File: src/rtl/tdm_chain_pkg.sv
package tdm_chain_pkg;
  localparam int SLOT_BITS    = 32;
  localparam int OWN_BITS     = 2 * SLOT_BITS;
  localparam int MASTER_FRAME = 256;
  localparam int POS_W        = 10;

  typedef struct packed {
    logic             rise;   // bit-clock rising edge seen this cycle
    logic             fall;   // bit-clock falling edge seen this cycle
    logic             load;   // frame start: commit held samples
    logic [POS_W-1:0] pos;    // bit position driven at this fall
  } tdmStrobe_t;
endpackage

File: src/rtl/tdm_chain_ctrl.sv
module tdm_chain_ctrl
  import tdm_chain_pkg::*;
#(
  parameter int BCLK_HALF = 2
) (
  input  logic       clk,
  input  logic       rstN,
  input  logic       isMaster,
  input  logic       bclkIn,
  input  logic       frmIn,
  output tdmStrobe_t strb,
  output logic       bclkOut,
  output logic       frmOut
);
  localparam int HW = (BCLK_HALF > 1) ? $clog2(BCLK_HALF) : 1;
  localparam logic [POS_W-1:0] POS_MAX  = '1;
  localparam logic [POS_W-1:0] POS_LAST = POS_W'(MASTER_FRAME - 1);

  logic [2:0]       bSync;
  logic [1:0]       fSync;
  logic [HW-1:0]    halfCnt;
  logic             bclkReg, frmReg, frmPrev, startPend;
  logic [POS_W-1:0] posReg, nextPos;
  logic             mTick, riseEv, fallEv, frameNow, frameEdge;

  assign mTick     = isMaster && (halfCnt == HW'(BCLK_HALF - 1));
  assign riseEv    = isMaster ? (mTick && !bclkReg) : (bSync[1] && !bSync[2]);
  assign fallEv    = isMaster ? (mTick && bclkReg)  : (!bSync[1] && bSync[2]);
  assign frameNow  = isMaster ? frmReg : fSync[1];
  assign frameEdge = frameNow && !frmPrev;

  always_comb begin
    if (startPend)                          nextPos = '0;
    else if (isMaster && posReg >= POS_LAST) nextPos = '0;
    else if (posReg == POS_MAX)             nextPos = posReg;
    else                                    nextPos = posReg + 1'b1;
  end

  always_ff @(posedge clk) begin
    if (!rstN) begin
      bSync <= '0;
      fSync <= '0;
    end else begin
      bSync <= {bSync[1:0], bclkIn};
      fSync <= {fSync[0], frmIn};
    end
  end

  // master-mode clock divider and frame pulse
  always_ff @(posedge clk) begin
    if (!rstN || !isMaster) begin
      halfCnt <= '0;
      bclkReg <= 1'b0;
      frmReg  <= 1'b0;
    end else begin
      if (mTick) begin
        halfCnt <= '0;
        bclkReg <= !bclkReg;
      end else begin
        halfCnt <= halfCnt + 1'b1;
      end
      if (fallEv) frmReg <= (nextPos == POS_LAST);
    end
  end

  // frame detection and bit position
  always_ff @(posedge clk) begin
    if (!rstN) begin
      frmPrev   <= 1'b0;
      startPend <= 1'b0;
      posReg    <= POS_MAX;
    end else begin
      if (riseEv) begin
        frmPrev <= frameNow;
        if (frameEdge) startPend <= 1'b1;
      end
      if (fallEv) begin
        posReg    <= nextPos;
        startPend <= 1'b0;
      end
    end
  end

  assign strb.rise = riseEv;
  assign strb.fall = fallEv;
  assign strb.load = riseEv && frameEdge;
  assign strb.pos  = nextPos;
  assign bclkOut   = bclkReg;
  assign frmOut    = frmReg;
endmodule

File: src/rtl/tdm_chain_dp.sv
module tdm_chain_dp
  import tdm_chain_pkg::*;
(
  input  logic                 clk,
  input  logic                 rstN,
  input  tdmStrobe_t           strb,
  input  logic [1:0]           wordSel,
  input  logic [SLOT_BITS-1:0] leftIn,
  input  logic [SLOT_BITS-1:0] rightIn,
  input  logic                 sampleValid,
  input  logic                 chainIn,
  output logic                 sdout
);
  localparam int IDX_W = $clog2(SLOT_BITS);

  logic [SLOT_BITS-1:0] holdL, holdR, curL, curR, slotWord, lenMask;
  logic [OWN_BITS-1:0]  chainSr;
  logic [IDX_W-1:0]     bitIdx;
  logic [6:0]           wordLen;
  logic                 ownRegion, nextBit;

  always_comb begin
    case (wordSel)
      2'd0:    wordLen = 7'd16;
      2'd1:    wordLen = 7'd20;
      2'd2:    wordLen = 7'd24;
      default: wordLen = 7'd32;
    endcase
  end

  assign lenMask   = ~({SLOT_BITS{1'b1}} >> wordLen);
  assign ownRegion = strb.pos < POS_W'(OWN_BITS);
  assign bitIdx    = strb.pos[IDX_W-1:0];
  assign slotWord  = (strb.pos[IDX_W] ? curR : curL) & lenMask;
  assign nextBit   = ownRegion ? slotWord[(SLOT_BITS-1) - 32'(bitIdx)]
                               : chainSr[OWN_BITS-1];

  always_ff @(posedge clk) begin
    if (!rstN) begin
      holdL   <= '0;
      holdR   <= '0;
      curL    <= '0;
      curR    <= '0;
      chainSr <= '0;
      sdout   <= 1'b0;
    end else begin
      if (sampleValid) begin
        holdL <= leftIn;
        holdR <= rightIn;
      end
      if (strb.load) begin
        curL <= holdL;
        curR <= holdR;
      end
      if (strb.rise) chainSr <= {chainSr[OWN_BITS-2:0], chainIn};
      if (strb.fall) sdout <= nextBit;
    end
  end
endmodule

File: src/rtl/tdm_chain_out.sv
module tdm_chain_out
  import tdm_chain_pkg::*;
#(
  parameter int BCLK_HALF = 2
) (
  input  logic        clk,
  input  logic        rstN,
  input  logic        isMaster,
  input  logic [1:0]  wordSel,
  input  logic [31:0] leftIn,
  input  logic [31:0] rightIn,
  input  logic        sampleValid,
  input  logic        bclkIn,
  input  logic        frmIn,
  input  logic        chainIn,
  output logic        bclkOut,
  output logic        frmOut,
  output logic        sdout
);
  tdmStrobe_t strb;

  tdm_chain_ctrl #(.BCLK_HALF(BCLK_HALF)) u_ctrl (
    .clk(clk), .rstN(rstN), .isMaster(isMaster), .bclkIn(bclkIn),
    .frmIn(frmIn), .strb(strb), .bclkOut(bclkOut), .frmOut(frmOut)
  );

  tdm_chain_dp u_dp (
    .clk(clk), .rstN(rstN), .strb(strb), .wordSel(wordSel),
    .leftIn(leftIn), .rightIn(rightIn), .sampleValid(sampleValid),
    .chainIn(chainIn), .sdout(sdout)
  );
endmodule

File: config.mk
export PLATFORM = sky130hd
export DESIGN_NAME = tdm_chain_out
export DESIGN_NICKNAME = d
export VERILOG_FILES = /design/src/rtl/tdm_chain_pkg.sv /design/src/rtl/tdm_chain_ctrl.sv /design/src/rtl/tdm_chain_dp.sv /design/src/rtl/tdm_chain_out.sv
export SDC_FILE = /design/constraint.sdc
export NUM_CORES = 1
export LEC_CHECK = 0
export BUFFER_PORTS_ARGS = -buffer_cell sky130_fd_sc_hd__buf_2
export CAP_MARGIN = 20
export CORE_MARGIN = 5
export CORE_UTILIZATION = 43
export DETAILED_ROUTE_END_ITERATION = 8
export SLEW_MARGIN = 40
export SYNTH_ARGS = -nofsm -noshare
export SYNTH_HDL_FRONTEND = slang
export SYNTH_SLANG_ARGS = --single-unit
File: constraint.sdc
create_clock -name clk -period 2.5 [get_ports clk]
set_clock_uncertainty 0.2 [all_clocks]
set_input_delay 0.125 -clock clk [delete_from_list [all_inputs] [get_ports clk]]
set_output_delay 0.125 -clock clk [all_outputs]
set_load 0.02 [all_outputs]
# == Word-level counts from Yosys, hierarchy flattened ==
# Index checks and enable logic that the tools add are counted.
# op_classes
addsub,3
magnitude_cmp,3
eq_ne,4
n_shift,1
muxes,11
bitwise_logic,3
reduce_logical,19
# ops
op,count
32-bit AND,1
32-bit by 6-bit less-than comparator with 1-bit output (second input constant),1
32-bit two-way mux,1
32-bit NOT,1
32-bit by 6-bit right shift with 32-bit output (first input constant),1
10-bit two-way mux,3
6-bit one-hot mux with 3 select lines,1
10-bit by 1-bit adder with 10-bit output (second input constant),1
10-bit equality test (second input constant),1
10-bit by 8-bit equality test with 1-bit output (second input constant),1
10-bit by 8-bit greater-or-equal comparator with 1-bit output (second input constant),1
10-bit by 7-bit less-than comparator with 1-bit output (second input constant),1
1-bit logical AND,8
1-bit logical NOT,6
5-bit by 5-bit subtractor with 6-bit output (first input constant),1
1-bit binary-select mux with 5-bit select,1
1-bit two-way mux,5
2-bit OR reduction,2
2-bit by 1-bit equality test with 1-bit output (second input constant),1
2-bit equality test (second input constant),1
2-bit logical NOT,1
2-bit AND reduction,1
1-bit adder (second input constant),1
1-bit logical OR,1
1-bit NOT,1
# word_totals
regBits,213
out_inout_bits,3

# == Logic depth before layout (Yosys ltp) ==
# logic_depth
word_depth,9
mapped_depth,12
mapped_depth_nobuf,10

# == By module ==
# Synthesis repeated with hierarchy kept, for this count alone.
# hier_totals
cells_unflattened,815
hier_area_um2,8981.1
# by_module_without_submodules
mod,n_inst,cells_each,area_each_um2,seq_area_each_um2
tdm_chain_dp,1,672,7822.5,3863.7
tdm_chain_ctrl,1,143,1158.6,400.4

# == Least setup slack after synthesis ==
# No wires, ideal clock.
# synth_path
kind,reg-to-reg
startpoint,reg u_ctrl.posReg[1]
endpoint,reg u_dp.sdout
setup_time_ns,0.115
arrival_ns,2.398
required_ns,2.185
path_slack_ns,-0.212
path_stages_with_launch,12
path_cell_list,dfxtp_1 > ha_1 > and4_1 > nand3_4 > xnor2_2 > or3_1 > buf_2 > o211a_1 > o21ai_0 > o2bb2ai_1 > o21ai_1 > o21a_1
# synth_via
elab_chain_cells,9
elab_cells_between_ends,14
# synth_rtl
element,line,text
"start, declared",tdm_chain_ctrl.sv:23,"logic [POS_W-1:0] posReg, nextPos;"
"start signal, assigned",tdm_chain_ctrl.sv:78,posReg <= nextPos;
"10-bit by 1-bit adder with 10-bit output, or another cell as far along",tdm_chain_ctrl.sv:36,else nextPos = posReg + 1'b1;
10-bit two-way mux / 1-bit logical AND (equally long branches),"tdm_chain_ctrl.sv:35, tdm_chain_ctrl.sv:34",
10-bit two-way mux (*),tdm_chain_ctrl.sv:34,else if (isMaster && posReg >= POS_LAST) nextPos = '0;
10-bit two-way mux (*),tdm_chain_ctrl.sv:33,if (startPend) nextPos = '0;
branches (longest 4 deep; another with 5-bit by 5-bit subtractor with 6-bit output),--,
1-bit two-way mux (*),tdm_chain_dp.sv:35,assign nextBit = ownRegion ? slotWord[(SLOT_BITS-1) - 32'(bitIdx)]
"end signal, assigned",tdm_chain_dp.sv:56,if (strb.fall) sdout <= nextBit;
"end, declared",tdm_chain_dp.sv:12,output logic sdout
# Mark *: on every way between the ends. The select of a mux whose other input is x is not followed.
# A chain may end at the register's enable or synchronous reset.

# == Final worst setup path ==
# layout_path
startpoint,reg u_ctrl.posReg[4]
endpoint,reg u_dp.sdout
# Same word-level chain as after synthesis.

==> impl_metrics.env <==
export IMPL_grt_max_degree=72
export IMPL_worstPathMaxFanout=17
export IMPL_cts_max_path_buffers=3
export IMPL_drtIter0Drc=431
export IMPL_antenna_cells=0
export IMPL_combPwrFrac_pct=12.9
export IMPL_synthAdderAreaFrac_pct=0.138
export IMPL_worstPathArrival_ps=2840
export IMPL_power_total_mw=7.57
export IMPL_areaGrowthSynthToFinish_pct=30.4
export IMPL_fmax_mhz=377
export IMPL_overflow=0
export IMPL_final_setup_viol_count=1
export IMPL_grt_pass1_vias=7194
export IMPL_grt_setup_unrepaired="true"
export IMPL_synth_compound_area_share_pct=18.6
export IMPL_hold_class="primary input to flip-flop"
export IMPL_final_util_pct=56.5
export IMPL_synth_fp_nets=1083
export IMPL_synth_seq_cells=213
export IMPL_synth_top_family_by_area="simple AND/OR/NAND/NOR gates"
export IMPL_cts_tree="yes"
export IMPL_place_area_um2=10100
export IMPL_cts_buffers=23
export IMPL_met3RoutedLength_um=736
export IMPL_place_congestion=0.903
export IMPL_end_kind="flip-flop"
export IMPL_fin_area_um2=11800
export IMPL_hpwlAfterDp_um=13900
export IMPL_cts_sinks=213
export IMPL_htreeDepth=1
export IMPL_violations="setup timing"
export IMPL_swShare_pct=23.5
export IMPL_drc=0
export IMPL_cellInternalPower_mw=5.79
export IMPL_worst_pin_slew_ps=672
export IMPL_worstPathRequired_ps=2700
export IMPL_antenna_found_initial=0
export IMPL_yosys_area_share_simple_pct=20.0
export IMPL_maxSlewHeadroom_pct=55.2
export IMPL_clk_latency_ps=500
export IMPL_dr_pass1_iters=4
export IMPL_cts_root_buf="clkbuf_16"
export IMPL_routed_wl_um=21200
export IMPL_die_area_um2=24000
export IMPL_slew_violations=0
export IMPL_start_util_pct=43.3
export IMPL_seq_power_share_pct=46.4
export IMPL_multiInputGateArea_um2=4570
export IMPL_routed_top_layer="met4"
export IMPL_netlist_area_um2=9050
export IMPL_viasPerCell=4.95
export IMPL_num_vias=7338
export IMPL_ant_nets=0
export IMPL_setup_ws_ps=-149
export IMPL_critical_path_class="flip-flop to flip-flop"
export IMPL_synth_area_per_cell_um2=8.97
export IMPL_num_fill_cells=1870
export IMPL_yosysWarnings=0
export IMPL_leakage_nw=4.58
export IMPL_io_buffers=75
export IMPL_ys_types=74
export IMPL_fin_crit_sh_pct=106
export IMPL_seqCellArea_um2=4270
export IMPL_chipWidth_um=155
export IMPL_synth_ff_type="dfxtp_1"
export IMPL_status="finished with violations"
export IMPL_ys_seq_area_share_pct=47.1
export IMPL_p_switching_mw=1.78
export IMPL_hold_viol_final=0
export IMPL_wire_per_inst_um=14.3
export IMPL_fp_dieH_um=155
export IMPL_io_pins=76
export IMPL_drv_cap=0
export IMPL_start_kind="flip-flop"
export IMPL_peakVddDrop_mv=0.409
export IMPL_dpl_worst_slack_ps=-193
export IMPL_fp_coreArea_um2=20900
export IMPL_period_needed_ps=2650
export IMPL_synthXorXnorAreaFrac_pct=1.06
export IMPL_nets=1267
export IMPL_drive_gt1_share_pct=17.4
export IMPL_powerDensity_nw_per_um2=642
export IMPL_synth_cells=1009
export IMPL_synthMuxAreaShare_pct=9.31
export IMPL_synth_edff_count=0
export IMPL_wl_met2_um=9600
export IMPL_ys_async_sr_fraction_pct=0
export IMPL_p_clk_share_pct=40.7
export IMPL_clkTransAtPathRegs_ps=60
export IMPL_wl_met1_um=10600
export IMPL_row_count=53
export IMPL_grt_pass1_wl_um=36100
export IMPL_grt_util_all_layers_pct=17.8
power groups by stage:
| stage | Clock [mW] | Sequential (mW) | Combinational [mW] |
|---|---|---|---|
| floorplan | 0 | 3.57 | 0.521 |
| global placement | 0 | 3.59 | 0.816 |
| detailed placement | 0 | 3.59 | 0.820 |
| CTS | 3.17 | 3.51 | 0.952 |
| global route | 3.33 | 3.52 | 1.07 |
| finish | 3.08 | 3.52 | 0.978 |
per-layer routing:
layer | global-route usage, % | vias up
li1 | - | 3790
met1 | 25.8 | 3426
met2 | 28.2 | 99
met3 | 2.14 | 23
met4 | 4.37 | 0
met5 | 0 | -
Yosys cell counts (5+ instances only):
cell	count	area, um2
a21boi_1	99	743
a21oi_1	17	85.1
nor3_1	6	30.0
mux2_1	9	101
nor2_1	14	52.6
and2_1	8	50.1
nand3_1	7	35.0
o22ai_1	5	31.3
mux2i_1	71	711
nor2b_1	65	407
buf_2	5	25.0
a211oi_1	6	45.0
o21ai_0	11	55.1
a21boi_0	29	218
nand2_1	276	1040
buf_1	5	18.8
inv_1	8	30.0
clkbuf_1	60	225
dfxtp_1	213	4260
o211ai_1	8	60.1
cell families after synthesis:
logic type	Yosys count
XOR/XNOR	8
multiplexers	82
AO/OA/AOI/OAI	225
adder cells (fa/ha/maj)	1
AND/OR/NAND/NOR	397
buffers and inverters	83
flip-flops	213
final timing paths:
kind,startpoint,endpoint,slack [ps],cells past startpoint
setup / recovery,u_ctrl.posReg[4]$_SDFFE_PN1P_,u_dp.sdout$_SDFFE_PN0P_,-150,10
hold / removal,wordSel[1],u_dp.sdout$_SDFFE_PN0P_,120,6
setup reg to reg,u_ctrl.posReg[4]$_SDFFE_PN1P_,u_dp.sdout$_SDFFE_PN0P_,-150,10
hold reg to reg,u_ctrl.fSync[0]$_SDFF_PN0_,u_ctrl.fSync[1]$_SDFF_PN0_,240,1
cells in the final DEF (no fill, tap or decap), types with 7 or more instances in the layout:
cell type / synthesis / routed
dfxtp_1: 213 / 210
inv_1: 8 / 8
and2_1: 8 / 8
mux2i_1: 71 / 70
a21boi_1: 99 / 99
buf_12: 0 / 8
dlygate4sd3_1: 0 / 93
o21ai_0: 11 / 11
a21oi_1: 17 / 16
nand3_1: 7 / 7
clkbuf_1: 60 / 7
nor2_1: 14 / 14
mux2_1: 9 / 9
nor2b_1: 65 / 65
buf_4: 2 / 58
buf_2: 5 / 73
a21boi_0: 29 / 29
nand2_1: 276 / 275
o211ai_1: 8 / 8
clkbuf_16: 0 / 23
final cells by class:
| class | count | share of cell area, % |
|---|---|---|
| Multi-Input combinational cell | 713 | 38.8 |
| Sequential cell | 213 | 36.2 |
| Timing Repair Buffer | 233 | 16.1 |
| Clock buffer | 34 | 5.57 |
| Tap cell | 275 | 2.92 |
| Inverter | 9 | 0.286 |
| Clock inverter | 4 | 0.170 |
worst max-delay path: stages, from the launching register on:
cell and delay [ps]:
dfxtp_1 430, inv_1 120, o21a_4 240, nor3_4 250, buf_12 200, mux2i_2 220, o22ai_1 100, a211o_1 280
a211oi_1 240, a21oi_1 100, o21a_1 170
what timing repair did:
action / in CTS / in global routing
gates resized for setup: 2 / 14
endpoints found under the setup margin: 2 / 3
hold endpoints to repair: 109 / 0
pin swaps: 0 / 4
buffers inserted: 1 / 1
hold buffers: 93 / 0
per-stage QoR:
step                instances  setup TNS (ps)  hold slack, ps
floorplan                1009           -54.9            52.3
global placement         1348            -224             157
detailed placement       1348            -249             154
CTS                      1480            -154             101
global route             1481            -258             146
finish                   1481            -149             121
flip-flops by register name, summed over array words and instances, names as in the netlist:
| name | flops |
|---|---|
| u_ctrl.frmPrev | 1 |
| u_ctrl.bSync | 3 |
| u_ctrl.halfCnt | 1 |
| u_ctrl.startPend | 1 |
| u_dp.chainSr | 64 |
| u_dp.holdR | 32 |
| u_dp.curL | 32 |
| u_dp.curR | 32 |
| u_ctrl.frmOut | 1 |
| u_ctrl.posReg | 10 |
| u_dp.sdout | 1 |
| u_dp.holdL | 32 |
| u_ctrl.fSync | 2 |
| u_ctrl.bclkOut | 1 |
(Power assumes the default switching activity.)
